**config.mk**
```make
export PLATFORM = sky130hd
export DESIGN_NAME = spi_irq_agg
export DESIGN_NICKNAME = d
export VERILOG_FILES = /design/src/rtl/spi_irq_agg.sv
export SDC_FILE = /design/constraint.sdc
export NUM_CORES = 1
export LEC_CHECK = 0
export BUFFER_PORTS_ARGS = -buffer_cell sky130_fd_sc_hd__buf_4
export CAP_MARGIN = 20
export CORE_MARGIN = 5
export CORE_UTILIZATION = 39
export CTS_BUF_LIST = sky130_fd_sc_hd__clkbuf_8 sky130_fd_sc_hd__clkbuf_16
export DETAILED_ROUTE_END_ITERATION = 10
export GPL_TIMING_DRIVEN = 0
export PLACE_DENSITY = 0.76
export SYNTH_ARGS = -nofsm -noshare
export SYNTH_HDL_FRONTEND = slang
export SYNTH_SLANG_ARGS = --single-unit
```
**constraint.sdc**
```tcl
create_clock -name clk -period 1 [get_ports clk]
set_input_delay 0.2 -clock clk [delete_from_list [all_inputs] [get_ports clk]]
set_output_delay 0.2 -clock clk [all_outputs]
set_load 0.1 [all_outputs]
```
**src/rtl/spi_irq_agg.sv**
```systemverilog
module spi_irq_agg #(
  parameter int DATA_W = 32,
  parameter int ADDR_W = 3,
  parameter int N_ERR  = 6,
  parameter int N_EVT  = 6,
  parameter logic [N_ERR-1:0] ERR_EN_RST = {N_ERR{1'b1}} >> 1
) (
  input  logic              clk,
  input  logic              rst_n,
  input  logic              reg_we,
  input  logic [ADDR_W-1:0] reg_addr,
  input  logic [DATA_W-1:0] reg_wdata,
  output logic [DATA_W-1:0] reg_rdata,
  input  logic [N_ERR-1:0]  err_pulse,
  input  logic [N_EVT-1:0]  evt_level,
  output logic              irq_err,
  output logic              irq_evt
);
  localparam logic [ADDR_W-1:0] A_STATE = ADDR_W'(0);
  localparam logic [ADDR_W-1:0] A_IEN   = ADDR_W'(1);
  localparam logic [ADDR_W-1:0] A_ITEST = ADDR_W'(2);
  localparam logic [ADDR_W-1:0] A_ERREN = ADDR_W'(3);
  localparam logic [ADDR_W-1:0] A_ERRST = ADDR_W'(4);
  localparam logic [ADDR_W-1:0] A_EVTEN = ADDR_W'(5);

  logic [1:0]       int_state, int_en;
  logic [N_ERR-1:0] err_st, err_en;
  logic [N_EVT-1:0] evt_en;

  logic wr_state, wr_ien, wr_itest, wr_erren, wr_errst, wr_evten;
  assign wr_state = reg_we && reg_addr == A_STATE;
  assign wr_ien   = reg_we && reg_addr == A_IEN;
  assign wr_itest = reg_we && reg_addr == A_ITEST;
  assign wr_erren = reg_we && reg_addr == A_ERREN;
  assign wr_errst = reg_we && reg_addr == A_ERRST;
  assign wr_evten = reg_we && reg_addr == A_EVTEN;

  logic       err_cause, evt_cause;
  logic [1:0] test_set, state_clr, state_set;
  logic [N_ERR-1:0] err_clr;

  assign err_cause = |(err_st & err_en);
  assign evt_cause = |(evt_en & evt_level);
  assign test_set  = wr_itest ? reg_wdata[1:0] : 2'b00;
  assign state_clr = wr_state ? reg_wdata[1:0] : 2'b00;
  assign state_set = int_en & ({evt_cause, err_cause} | test_set);
  assign err_clr   = wr_errst ? reg_wdata[N_ERR-1:0] : '0;

  always_ff @(posedge clk or negedge rst_n) begin
    if (!rst_n) begin
      int_state <= '0;
      int_en    <= '0;
      err_st    <= '0;
      err_en    <= ERR_EN_RST;
      evt_en    <= '0;
    end else begin
      int_state <= (int_state & ~state_clr) | state_set;
      err_st    <= (err_st & ~err_clr) | err_pulse;
      if (wr_ien)   int_en <= reg_wdata[1:0];
      if (wr_erren) err_en <= reg_wdata[N_ERR-1:0];
      if (wr_evten) evt_en <= reg_wdata[N_EVT-1:0];
    end
  end

  assign irq_err = int_state[0] & int_en[0];
  assign irq_evt = int_state[1] & int_en[1];

  always_comb begin
    reg_rdata = '0;
    case (reg_addr)
      A_STATE: reg_rdata[1:0]       = int_state;
      A_IEN:   reg_rdata[1:0]       = int_en;
      A_ERREN: reg_rdata[N_ERR-1:0] = err_en;
      A_ERRST: reg_rdata[N_ERR-1:0] = err_st;
      A_EVTEN: reg_rdata[N_EVT-1:0] = evt_en;
      default: reg_rdata = '0;
    endcase
  end

  logic unused_wdata;
  assign unused_wdata = ^reg_wdata;
endmodule

```
Word-level counts from Yosys, hierarchy flattened
Index checks and enable logic that the tools add are counted.

Equality and inequality tests: 5. Shift-type cells: 0. Div/mod/pow operators: 0. Multiplexer cells: 5. Multiply operators: 0. Reductions and logical operators: 9. $add $sub $neg: 0. Magnitude comparators: 0. Bitwise operators: 12.

Operators with widths (number): $and 6x6->6 (3); $pmux 4 s3 (1); $reduce_or 6->1 (2); $pmux 2 s5 (1); $eq 3x2->1 const B (2); $eq 3x3->1 const B (2); $logic_and 1x1->1 (6); $mux 6 (1); $not 6->6 (1); $or 6x6->6 (1); $and 2x2->2 (2); $mux 2 (2); $or 2x2->2 (2); $eq 3x1->1 const B (1); $logic_not 3->1 (1); $and 1x1->1 (2); $not 2->2 (1).

Bits in registers: 22. Bits in read-only memories: 0. Memories: 0. Bits of input ports: 50. Output and inout bits: 34. Bits in latches: 0. Memory bits (writable): 0. Word-level logic and storage cells: 36.

Logic depth before layout (Yosys ltp)
Depth after elaboration: 6. Depth in mapped cells: 4. Depth with buffers taken out: 3.

Worst setup path after synthesis
No wires, ideal clock.

Kind: input-to-output. Start: input reg_addr[1]. End: output reg_rdata[2]. Data required time: 0.800 ns. Cell stages on the path: 3. Slack: -1.944 ns. Data arrival time: 2.744 ns. Cell sequence: buf_2 > or2b_1 > o21ai_0.

Cells in the longest elaborated chain, start to end: 2. Elaborated cells between the ends (all ways): 4.

Ends and longest elaborated chain: from (decl) (RTL line 11) `input logic [ADDR_W-1:0] reg_addr,`; $eq 3x3->1 / $eq 3x2->1 (equally long branches) (RTL line 70) `case (reg_addr)`; $pmux 4 s3 (*) (RTL line 70); to (decl) (RTL line 13) `output logic [DATA_W-1:0] reg_rdata,`.

Mark *: on every way between the ends. The rest lies on a longest branch, timed or not.

Final worst setup path
Start: register err_en[0]. End: output reg_rdata[0].

Cells in the longest elaborated chain, start to end: 1.

Ends and longest elaborated chain: from (decl) (RTL line 27) `logic [N_ERR-1:0] err_st, err_en;`; from (signal assigned) (RTL line 60) `if (wr_erren) err_en <= reg_wdata[N_ERR-1:0];`; $pmux 2 s5 (RTL line 70).

No other way between the ends.

==> results.md <==
Final layout:
- The final cell utilization of the core is 0.712.
- After the last flow step, the layout net total stands at 260.
- The number of antenna repair diodes is 0.
- The layout overhead on the synthesized area is 72.9%.
- The number of non-filler instances in the completed layout is 255.
- The area of the multi-input gates is 918 um2.
- The share of post-route cells with drive strength above 1 is 0.713.
- The storage element area is 559 um2.
- The number of fill cells in the layout is 215.

Setup path:
- Data arrives at the worst endpoint at 1430 ps.
- STA classifies the critical path endpoint as an output pin.
- The worst-case register-to-register setup slack is -270 ps.
- For the worst flop-to-flop path, the logic depth is 4.
- The worst register-to-register path ends at int_state[0].
- The critical path is of the reg -> out type.
- The worst setup path is launched from a flip-flop.
- The required time of the critical path is 800 ps.
- In this run the critical register-to-register path is launched from err_st[2].
- Along the worst path, the maximum fanout reaches 2.

Yosys:
- The synthesized area per cell is 11.0 um2.
- The most common cell in the synthesized netlist is sky130_fd_sc_hd__buf_4.
- The largest area contributor in the netlist is sky130_fd_sc_hd__dfrtp_1.
- The fraction of the mapped netlist area in simple logic gates is 0.154.
- The cell area after synthesis is 1400 um2.
- Yosys attributes the largest share of cell area to sky130_fd_sc_hd__dfrtp_1, sky130_fd_sc_hd__buf_4, sky130_fd_sc_hd__mux2_2.
- The most used flip-flop cell after synthesis is sky130_fd_sc_hd__dfrtp_1.
- The count of flip-flops with a built-in enable after synthesis is 0.
- The fraction of synthesis flops using an asynchronous set or reset pin is 1.00.
- The share of synthesized area spent on multiplexers is 0.157.
- The post-synthesis share of cell area spent on full adders, half adders and majority gates is 0.
- Of the total synthesized cell area, the portion taken by XOR and XNOR cells is 0.
- The share of synthesized area occupied by flip-flops and latches is 0.399.
- In this run, synthesis produced a sequential element count of 22.
- The dominant combinational cell family by area after synthesis is buffers and inverters.
- The commonest cells after synthesis are sky130_fd_sc_hd__buf_4, sky130_fd_sc_hd__dfrtp_1, sky130_fd_sc_hd__mux2_2, sky130_fd_sc_hd__nand2_1, sky130_fd_sc_hd__a22oi_1.
- The synthesized-area fraction occupied by ao, oa, aoi and oai cells is 0.124.
- The distinct cell type count after synthesis is 33.
- The post-synthesis instance total is 127.
- For this run, the number of Yosys warnings is 0.
- Of the post-synthesis cell area, the dominant cell type holds 0.305.

Clocking:
- The clock root buffer master is sky130_fd_sc_hd__clkbuf_8.
- The clock net in this run drives a total of 22 sinks.
- The clock buffer count from CTS is 3.
- The clock transition time at the flip-flop clock pins of the worst setup and hold paths is 90 ps.
- TritonCTS built the clock tree.
- In this run the number of H-tree levels came out at 1.
- The latest clock arrival within the worst-skew pair is 280 ps.
- The longest clock path from root to sink contains 2 buffers.

Floorplan:
- The vertical die dimension is 69.8 um.
- For this configuration, the core starts out at a cell density of 0.412.
- In this run the horizontal extent of the chip is 69.8 um.
- The initialized floorplan defines 21 standard-cell rows.
- The die covers 4880 um2.
- The total area inside the core boundary comes to 3390 um2.
- For this design the top-level I/O count stands at 84.

Detailed routing:
- The count of vias placed by the detailed router is 1196.
- The routed design has 4.21 mm of wire.
- The first detailed-routing pass ran for 4 iterations.
- Dividing the detail-routed wire length by the instance count gives 16.5 um.
- The residual DRC count is 0.
- The number of routed nets with antenna violations is 0.
- Using the TritonRoute via totals, the vias-per-cell ratio works out to 4.69.
- The number of design-rule violations left by the first detailed-router iteration is 21.

Hold path:
- The critical hold path startpoint is err_pulse[2].
- The worst hold path belongs to the class in -> reg.
- The worst hold path depth is 2.
- The end point of the worst hold path is err_st[2].

Timing:
- In the finished design, the share of the clock period the worst path needs comes to 1.63.
- Summed over all failing endpoints, the final setup total negative slack is -3860 ps.
- The count of endpoints failing hold in the final timing report is 0.
- The minimum clock period is 1630 ps.
- The final-report max-slew violation count is 0.
- Setup repair after global routing could not meet its margin everywhere.
- Setup violations remaining at the end of the flow were counted as 16.
- Clock skew on the completed layout was measured at 6.28 ps.
- The final hold slack is 93.5 ps.
- The maximum frequency from static timing analysis is 612 MHz.
- Once routing completed, OpenROAD measured the worst setup slack at -633 ps.

Global route:
- The via count of the first global-routing pass is 1257.
- The number of antenna violations at the first check in global routing is 0.
- The global-route wire length before repair is 6.41 mm.
- The largest net degree at the start of global routing is 23.
- Global routing finished with a remaining overflow of 0.
- For this run, the total global-route usage over all layers was measured as 0.166.

Placed design:
- Port buffering added 31 buffers.
- The detailed-placement wirelength estimate is 2.63 mm.
- Timing analysis after detailed placement gives a worst setup slack of -629 ps.
- The routability-driven placement congestion ratio is 0.804.
- The placed cell count is 229.

Flow run:
- The max capacitance violation total is 0.

Power:
- The worst IR drop on VDD is 1390 uV.
- The areal power density over the cells is 1680 nW/um2.
- The leakage power summed over all cells is 1.11 nW.

Status:
- The flow ran to the end, but the final reports show violations.
- The final reports fail on setup timing.
[critical path, stage by stage (launching register included)]
cell and delay, ps:
sky130_fd_sc_hd__dfstp_2 570, sky130_fd_sc_hd__nand2_4 60, sky130_fd_sc_hd__o22ai_4 190, sky130_fd_sc_hd__o2bb2ai_4 150
sky130_fd_sc_hd__buf_12 190
[cells in the final DEF, fill, tap and decap left out, types with 3 or more instances in the layout]
| cell type | synthesis | final |
|---|---|---|
| sky130_fd_sc_hd__conb_1 | 1 | 26 |
| sky130_fd_sc_hd__a22oi_2 | 0 | 7 |
| sky130_fd_sc_hd__mux2_4 | 0 | 3 |
| sky130_fd_sc_hd__mux2i_2 | 0 | 4 |
| sky130_fd_sc_hd__a21o_1 | 6 | 6 |
| sky130_fd_sc_hd__buf_4 | 26 | 59 |
| sky130_fd_sc_hd__dfrtp_1 | 17 | 15 |
| sky130_fd_sc_hd__buf_6 | 1 | 9 |
| sky130_fd_sc_hd__buf_8 | 0 | 3 |
| sky130_fd_sc_hd__clkbuf_8 | 1 | 3 |
| sky130_fd_sc_hd__o21ai_4 | 0 | 4 |
| sky130_fd_sc_hd__mux2_2 | 15 | 12 |
| sky130_fd_sc_hd__buf_12 | 0 | 9 |
| sky130_fd_sc_hd__dfstp_2 | 5 | 5 |
| sky130_fd_sc_hd__nand2_1 | 13 | 3 |
| sky130_fd_sc_hd__nand2_2 | 0 | 9 |
[what timing repair did]
action	in CTS	in global routing
pin swaps	13	23
resized for setup	47	20
hold buffers	1	0
endpoints found under the hold margin	17	0
setup endpoints to repair	10	16
setup buffers	18	3
[state kept, by name, summed over array words and instances, names as in the netlist]
name,cells
err_en,6
int_en,2
evt_en,6
err_st,6
int_state,2
[worst max-delay path by stage]
| stage | start | endpoint | slack [ps] | cells past startpoint |
|---|---|---|---|---|
| CTS | err_st[1] | reg_rdata[1] | -630 | 4 |
| floorplan | reg_addr[2] | reg_rdata[2] | -410 | 3 |
| finish | err_en[0] | reg_rdata[0] | -630 | 4 |
| global route | err_en[0] | reg_rdata[0] | -660 | 4 |
| detailed placement | reg_addr[2] | reg_rdata[0] | -630 | 6 |
| global placement | reg_addr[2] | reg_rdata[0] | -600 | 6 |
[through the flow]
step / area [um2] / power (W)
floorplan: 1610 / 0.00244
global placement: 1900 / 0.00269
detailed placement: 1900 / 0.00272
finish: 2410 / 0.00405
CTS: 2320 / 0.00392
global route: 2410 / 0.00416
[power breakdown]
| group | switching, W | total (W) | internal [W] |
|---|---|---|---|
| logic | 0.00119 | 0.00198 | 0.000786 |
| clock network | 0.000324 | 0.000860 | 0.000536 |
| registers | 0.000142 | 0.00121 | 0.00106 |
| total | 0.00166 | 0.00405 | 0.00239 |
[layer usage]
metal / share of wire / global-route usage / vias to the layer above
li1: - / - / 569
met1: 0.42 / 0.195 / 580
met2: 0.52 / 0.290 / 42
met3: 0.051 / 0.0319 / 5
met4: 0.013 / 0.0702 / 0
met5: 0 / 0 / -
[cell type report]
type / count / share of cell area
clock inverter: 1 / 0.0124
multi-input combinational: 100 / 0.380
tap: 46 / 0.0238
inverter: 1 / 0.00155
timing repair buffer: 53 / 0.231
clock buffer: 3 / 0.0171
sequential: 22 / 0.232
buffer: 29 / 0.102
[kinds of logic (layout without fill, tap and decap cells)]
kind of cell	after synthesis	after routing
buffers and inverters	30	87
and+or+nand+nor	30	30
other	1	26
AOI/OAI and AO/OA	24	24
muxes	20	20
DFF	22	22
Note: power is estimated with default switching activity, not from simulation.
